**config.mk**
```make
export PLATFORM = sky130hd
export DESIGN_NAME = bus_recovery_seq
export DESIGN_NICKNAME = d
export VERILOG_FILES = /design/src/rtl/brs_pkg.sv /design/src/rtl/brs_phase_timer.sv /design/src/rtl/brs_pulse_counter.sv /design/src/rtl/brs_ctrl.sv /design/src/rtl/bus_recovery_seq.sv
export SDC_FILE = /design/constraint.sdc
export NUM_CORES = 1
export LEC_CHECK = 0
export ABC_AREA = 1
export BUFFER_PORTS_ARGS = -buffer_cell sky130_fd_sc_hd__buf_2
export CORE_MARGIN = 3
export CORE_UTILIZATION = 49
export DETAILED_ROUTE_END_ITERATION = 8
export PLACE_DENSITY = 0.67
export SYNTH_ARGS = -nofsm -noshare
export SYNTH_HDL_FRONTEND = slang
export SYNTH_SLANG_ARGS = --single-unit
```
**constraint.sdc**
```tcl
create_clock -name clk -period 2.51 [get_ports clk]
set_input_delay 0.6275 -clock clk [delete_from_list [all_inputs] [get_ports clk]]
set_output_delay 0.6275 -clock clk [all_outputs]
set_load 0.05 [all_outputs]
```
**src/rtl/brs_pkg.sv**
```systemverilog
// Shared types for the bus recovery sequencer.
// Assumes: only the sequencer modules use these types.
package brs_pkg;

    // Phases of the recovery sequence, in the order they occur
    typedef enum logic [2:0] {
        PH_IDLE     = 3'd0,
        PH_BURST_LO = 3'd1,
        PH_BURST_HI = 3'd2,
        PH_STOP_PRE = 3'd3,
        PH_STOP_SDA = 3'd4,
        PH_STOP_SCL = 3'd5
    } brs_phase_e;

endpackage

```
**src/rtl/brs_phase_timer.sv**
```systemverilog
// Half-period timer. It counts ticks while the sequence runs and flags the
// last tick of each phase.
// Assumes: load is raised for one cycle when a sequence is accepted, before run goes high.
module brs_phase_timer #(
    parameter int LEN_W = 16
) (
    input  logic             clk,
    input  logic             rst_n,
    input  logic             load,
    input  logic [LEN_W-1:0] len_in,
    input  logic             run,
    input  logic             tick,
    output logic             phase_end
);
    logic [LEN_W-1:0] len_q;
    logic [LEN_W-1:0] cnt_q;
    logic             at_last;

    // Capture the phase length at start, taking 0 as 1
    always_ff @(posedge clk) begin
        if (!rst_n)
            len_q <= LEN_W'(1);
        else if (load)
            len_q <= (len_in == '0) ? LEN_W'(1) : len_in;
    end

    assign at_last = (cnt_q == len_q - LEN_W'(1));

    // Count ticks within the current phase, wrapping at the phase end
    always_ff @(posedge clk) begin
        if (!rst_n || !run)
            cnt_q <= '0;
        else if (tick)
            cnt_q <= at_last ? '0 : cnt_q + LEN_W'(1);
    end

    assign phase_end = run && tick && at_last;
endmodule

```
**src/rtl/brs_pulse_counter.sv**
```systemverilog
// Counts the completed SCL high halves of the burst and flags the final one.
// Assumes: clear and inc never occur in the same cycle.
module brs_pulse_counter #(
    parameter int PULSES = 9,
    localparam int PW    = $clog2(PULSES + 1)
) (
    input  logic          clk,
    input  logic          rst_n,
    input  logic          clear,
    input  logic          inc,
    output logic          last,
    output logic [PW-1:0] count
);
    // Track the number of completed clock pulses
    always_ff @(posedge clk) begin
        if (!rst_n || clear)
            count <= '0;
        else if (inc)
            count <= count + PW'(1);
    end

    assign last = (count == PW'(PULSES - 1));
endmodule

```
**src/rtl/brs_ctrl.sv**
```systemverilog
// Phase sequencer. It steps through the burst and the STOP and drives
// registered drive-low enables and the done pulse.
// Assumes: phase_end comes from the timer and last from the pulse counter.
module brs_ctrl
    import brs_pkg::*;
(
    input  logic clk,
    input  logic rst_n,
    input  logic start,
    input  logic phase_end,
    input  logic last,
    output logic busy,
    output logic load,
    output logic clear,
    output logic inc,
    output logic scl_low,
    output logic sda_low,
    output logic done
);
    brs_phase_e state_q, state_d;
    logic       done_d;

    // Next phase and the strobes to timer and counter
    always_comb begin
        state_d = state_q;
        load    = 1'b0;
        clear   = 1'b0;
        inc     = 1'b0;
        done_d  = 1'b0;
        unique case (state_q)
            PH_IDLE: begin
                if (start) begin
                    load    = 1'b1;
                    clear   = 1'b1;
                    state_d = PH_BURST_LO;
                end
            end
            PH_BURST_LO: if (phase_end) state_d = PH_BURST_HI;
            PH_BURST_HI: begin
                if (phase_end) begin
                    inc     = 1'b1;
                    state_d = last ? PH_STOP_PRE : PH_BURST_LO;
                end
            end
            PH_STOP_PRE: if (phase_end) state_d = PH_STOP_SDA;
            PH_STOP_SDA: if (phase_end) state_d = PH_STOP_SCL;
            PH_STOP_SCL: begin
                if (phase_end) begin
                    done_d  = 1'b1;
                    state_d = PH_IDLE;
                end
            end
            default: state_d = PH_IDLE;
        endcase
    end

    // Phase register and registered pad enables decoded from the next phase
    always_ff @(posedge clk) begin
        if (!rst_n) begin
            state_q <= PH_IDLE;
            scl_low <= 1'b0;
            sda_low <= 1'b0;
            done    <= 1'b0;
        end else begin
            state_q <= state_d;
            scl_low <= (state_d == PH_BURST_LO) || (state_d == PH_STOP_PRE)
                    || (state_d == PH_STOP_SDA);
            sda_low <= (state_d == PH_STOP_SDA) || (state_d == PH_STOP_SCL);
            done    <= done_d;
        end
    end

    assign busy = (state_q != PH_IDLE);
endmodule

```
**src/rtl/bus_recovery_seq.sv**
```systemverilog
// Two-wire bus recovery sequencer top. It sends nine clock pulses with SDA
// released and then a STOP, paced by tick.
// Assumes: the pads are open-drain with pull-ups, and tick is synchronous to clk.
module bus_recovery_seq #(
    parameter int LEN_W  = 16,
    parameter int PULSES = 9
) (
    input  logic             clk,
    input  logic             rst_n,
    input  logic             tick,
    input  logic             start,
    input  logic [LEN_W-1:0] half_len,
    output logic             scl_low,
    output logic             sda_low,
    output logic             done
);
    localparam int PW = $clog2(PULSES + 1);

    logic          busy, load, clear, inc, phase_end, last;
    logic [PW-1:0] pulse_cnt;

    brs_phase_timer #(.LEN_W(LEN_W)) u_timer (
        .clk(clk), .rst_n(rst_n), .load(load), .len_in(half_len),
        .run(busy), .tick(tick), .phase_end(phase_end)
    );

    brs_pulse_counter #(.PULSES(PULSES)) u_pulses (
        .clk(clk), .rst_n(rst_n), .clear(clear), .inc(inc),
        .last(last), .count(pulse_cnt)
    );

    brs_ctrl u_ctrl (
        .clk(clk), .rst_n(rst_n), .start(start), .phase_end(phase_end),
        .last(last), .busy(busy), .load(load), .clear(clear), .inc(inc),
        .scl_low(scl_low), .sda_low(sda_low), .done(done)
    );
endmodule

```
==> flow_results.org <==
** Clock network
- Clock-pin slew on the worst setup and hold paths :: 0.08 ns
- Number of buffers inserted by post-CTS setup repair :: 0
- CTS tree :: yes
- The H-tree was split into 2 levels.
- Clock sink count :: 42
- Worst-skew pair later-pin latency :: 0.29 ns
- Buffers inserted to repair hold after CTS numbered 0.
- The cell sitting at the root of the clock tree is a clkbuf_8.
- Clock tree synthesis inserted a total of 5 buffers.
- The longest clock path from root to sink contains 2 buffers.

** Power and ir drop
- Power spread over the standard cell area amounts to 501 nW/um2.
- The analysis attributes to cell leakage a power of 0.00136 uW.
- Tot Pwr :: 1510 uW
- Maximum resistive drop on vdd :: 288 uV

** STA
- Share of the clock period used by the worst path :: 85.6%
- RSZ-0062 raised after global routing :: false
- Hold Violations, Final :: 0
- Worst-case headroom to the max-slew limit :: 48.9%
- Hold Slack :: 0.466 ns
- The clock arrives with 0.00640 ns of skew.
- For the pin with the worst max-slew slack, the measured transition is 0.764 ns.
- Final sum of negative setup slack :: 0 ns
- The routed design could run at a clock period as short as 2.15 ns.
- Derived from the worst setup path, the maximum achievable clock frequency is 465 MHz.
- Final setup fails :: 0
- Max-slew violation count :: 0

** Global routing
- The initial antenna violation count was 0.
- Vias in the first global route :: 2342
- Summed over all layers, the global routing overflow is 0.
- Global routing used 20.9% of the available tracks.
- The first global-routing pass estimated 10.8 mm of wire.
- Entering global routing, the biggest net connects 16 pins.

** Detailed routing
- Dividing the detail-routed via count by the number of cells gives 4.95.
- WL/cell :: 11.9 um
- Number of detailed-route iterations in the first pass :: 4
- Remaining routing DRC violations :: 0
- The routed design has 5.99 mm of wire.
- Antenna Nets Post-Route :: 0
- Routed via count :: 2496
- Number of violations reported at the end of detailed-routing iteration 0 :: 157

** Synth
- The number of nets handed over by synthesis was 436.
- Yosys printed 0 warnings.
- Sorting the synthesized cells by area gives the leading types as dfxtp_1 (31%), nand2_1 (16%), inv_1 (6.9%).
- The synthesized design spends more area on one cell type than any other, namely dfxtp_1.
- Post-Syn Area per Cell :: 6.69 um2
- Share of synthesized registers carrying an async set or reset :: 0%
- Counting distinct cell types in the post-synthesis netlist gives 41.
- Number of flops mapped to enable cells by yosys :: 0
- Ys flop type :: dfxtp_1
- Sequential element share of the synthesized area :: 30.5%
- The top cell type by area accounts for 30.5% of the synthesized area.
- After synthesis the cells add up to 2760 um2.
- Synth Instances :: 412
- Number of register bits inferred by synthesis :: 42

** Job
- Number of maximum-capacitance constraint violations :: 0

** Critical path
- Data arrives at the worst endpoint at 2.34 ns.
- Startpoint type of the worst setup path :: flop
- Of all nets on the critical path, the largest fanout is 4.
- Critical path class :: flop to flop
- The worst setup path is captured at a flop.
- Critical Path RT :: 2.70 ns

** Min path
- Path type of the worst min-delay path :: flop to flop

** Finish
- Share of layout cells above drive strength 1 :: 15.7%
- # nets final :: 459
- Number of antenna diodes :: 0
- Layout Area Growth over Synthesis :: 9.12%
- Non-filler cells in the finished layout :: 504

** Floorplanning
- The die is 81 um tall.
- 23 I/O pins were placed.
- Overall die area :: 6560 um2
- Initial Util :: 52.3%
- Core ar. :: 5270 um2
- Count of standard-cell rows :: 26
- The die is 81 um wide.

** Placement
- Cells after DPL :: 498
- The congestion estimate from routability-driven global placement came to 0.878.
- Port Buffer Count :: 22
- Final HPWL from detailed placement :: 5.02 mm

** Outcome
- Result of the run :: finished clean
==> per-stage QoR <==
stage | utilization (%) | setup slack (ns) | area (um2)
floorplan | - | 0.499 | 2760
global placement | 55.4 | 0.344 | 2920
detailed placement | 55.4 | 0.257 | 2920
CTS | 56.9 | 0.344 | 3000
global route | 57.1 | 0.0216 | 3010
finish | 57.1 | 0.361 | 3010
==> flip-flops by register name (all words and copies together), names as in the netlist <==
register and flops:
u_timer.len_q 16, u_pulses.count 4, u_ctrl.state_q 3, u_ctrl.sda_low 1
u_ctrl.scl_low 1, u_timer.cnt_q 16, u_ctrl.done 1
==> synthesized netlist by cell type (3+ instances only) <==
library cell	instances
xor2_1	13
o22ai_1	5
a22o_1	3
inv_2	3
xnor2_1	8
nor3_1	9
nand2_1	115
nor3b_1	3
nand4_1	6
nand3b_1	5
nor2_4	5
nor2_2	7
ha_1	4
inv_1	51
nand3_1	21
nand3_2	3
nor2_1	49
dfxtp_1	42
nand2_2	11
nor4_1	5
a21oi_1	7
o21ai_0	9
==> area by class of cell <==
cell class / instances / area (um2)
inverter: 56 / 210
sequential: 42 / 841
fill: 548 / 2260
clock buffer: 6 / 82.6
multi-input combinational: 308 / 1680
timing repair buffer: 22 / 110
tap: 70 / 87.6
==> power breakdown <==
group | internal (uW) | total, uW | switching [uW]
clock network | 212 | 426 | 214
logic | 127 | 361 | 233
registers | 689 | 720 | 30.8
total | 1030 | 1510 | 478
==> cell families (layout without fill, tap and decap cells) <==
| kind of cell | count (synthesis) | count (layout) | synth area share (%) |
|---|---|---|---|
| AOI/OAI and AO/OA | 32 | 32 | 6.99 |
| xor gates and xnor gates | 22 | 22 | 7.26 |
| adders and majority gates | 4 | 4 | 1.82 |
| buffers and inverters | 62 | 84 | 8.94 |
| DFF | 42 | 42 | 30.5 |
| and+or+nand+nor | 250 | 250 | 44.5 |
==> layout by cell type (no fill, tap or decap), types with 9 or more instances in the layout <==
master / count
nand3_1: 21
xor2_1: 13
nor2_1: 49
buf_2: 22
inv_1: 51
nor3_1: 9
o21ai_0: 9
nand2_1: 115
nand2_2: 11
dfxtp_1: 42
==> critical path: stages (launching register included) <==
cell and delay [ns]:
dfxtp_1 0.32, inv_1 0.12, ha_1 0.25, nand2_1 0.09
nor2_1 0.19, nand2_1 0.11, nand3_1 0.10, and3_1 0.16
nand2_1 0.06, nor2_2 0.15, nand3_4 0.12, nor2_4 0.15
inv_2 0.06, o21ai_1 0.11, a21oi_1 0.05
==> worst paths after layout <==
path | slack (ns) | from | cells after the start | to
worst max-delay path | 0.36 | u_timer.len_q[0] | 14 | u_pulses.count[1]
worst min-delay path | 0.47 | u_pulses.count[3] | 2 | u_pulses.count[3]
worst max register to register | 0.36 | u_timer.len_q[0] | 14 | u_pulses.count[1]
worst min register to register | 0.47 | u_pulses.count[3] | 2 | u_pulses.count[3]
==> metal layers <==
metal | share of wire (%) | vias to the layer above | wire length [um] | global-route usage [%]
li1 | - | 1355 | - | -
met1 | 53 | 1100 | 3150 | 30.3
met2 | 43 | 34 | 2550 | 32.2
met3 | 4.0 | 7 | 240 | 3.66
met4 | 0.87 | 0 | 52 | 5.07
met5 | 0 | - | 0 | 0
==> repair_timing <==
item / CTS / global route
gates resized for setup: 0 / 1
hold endpoints to repair: 0 / 0
endpoints found under the setup margin: 0 / 1
Power figures use the tool's default switching activity.
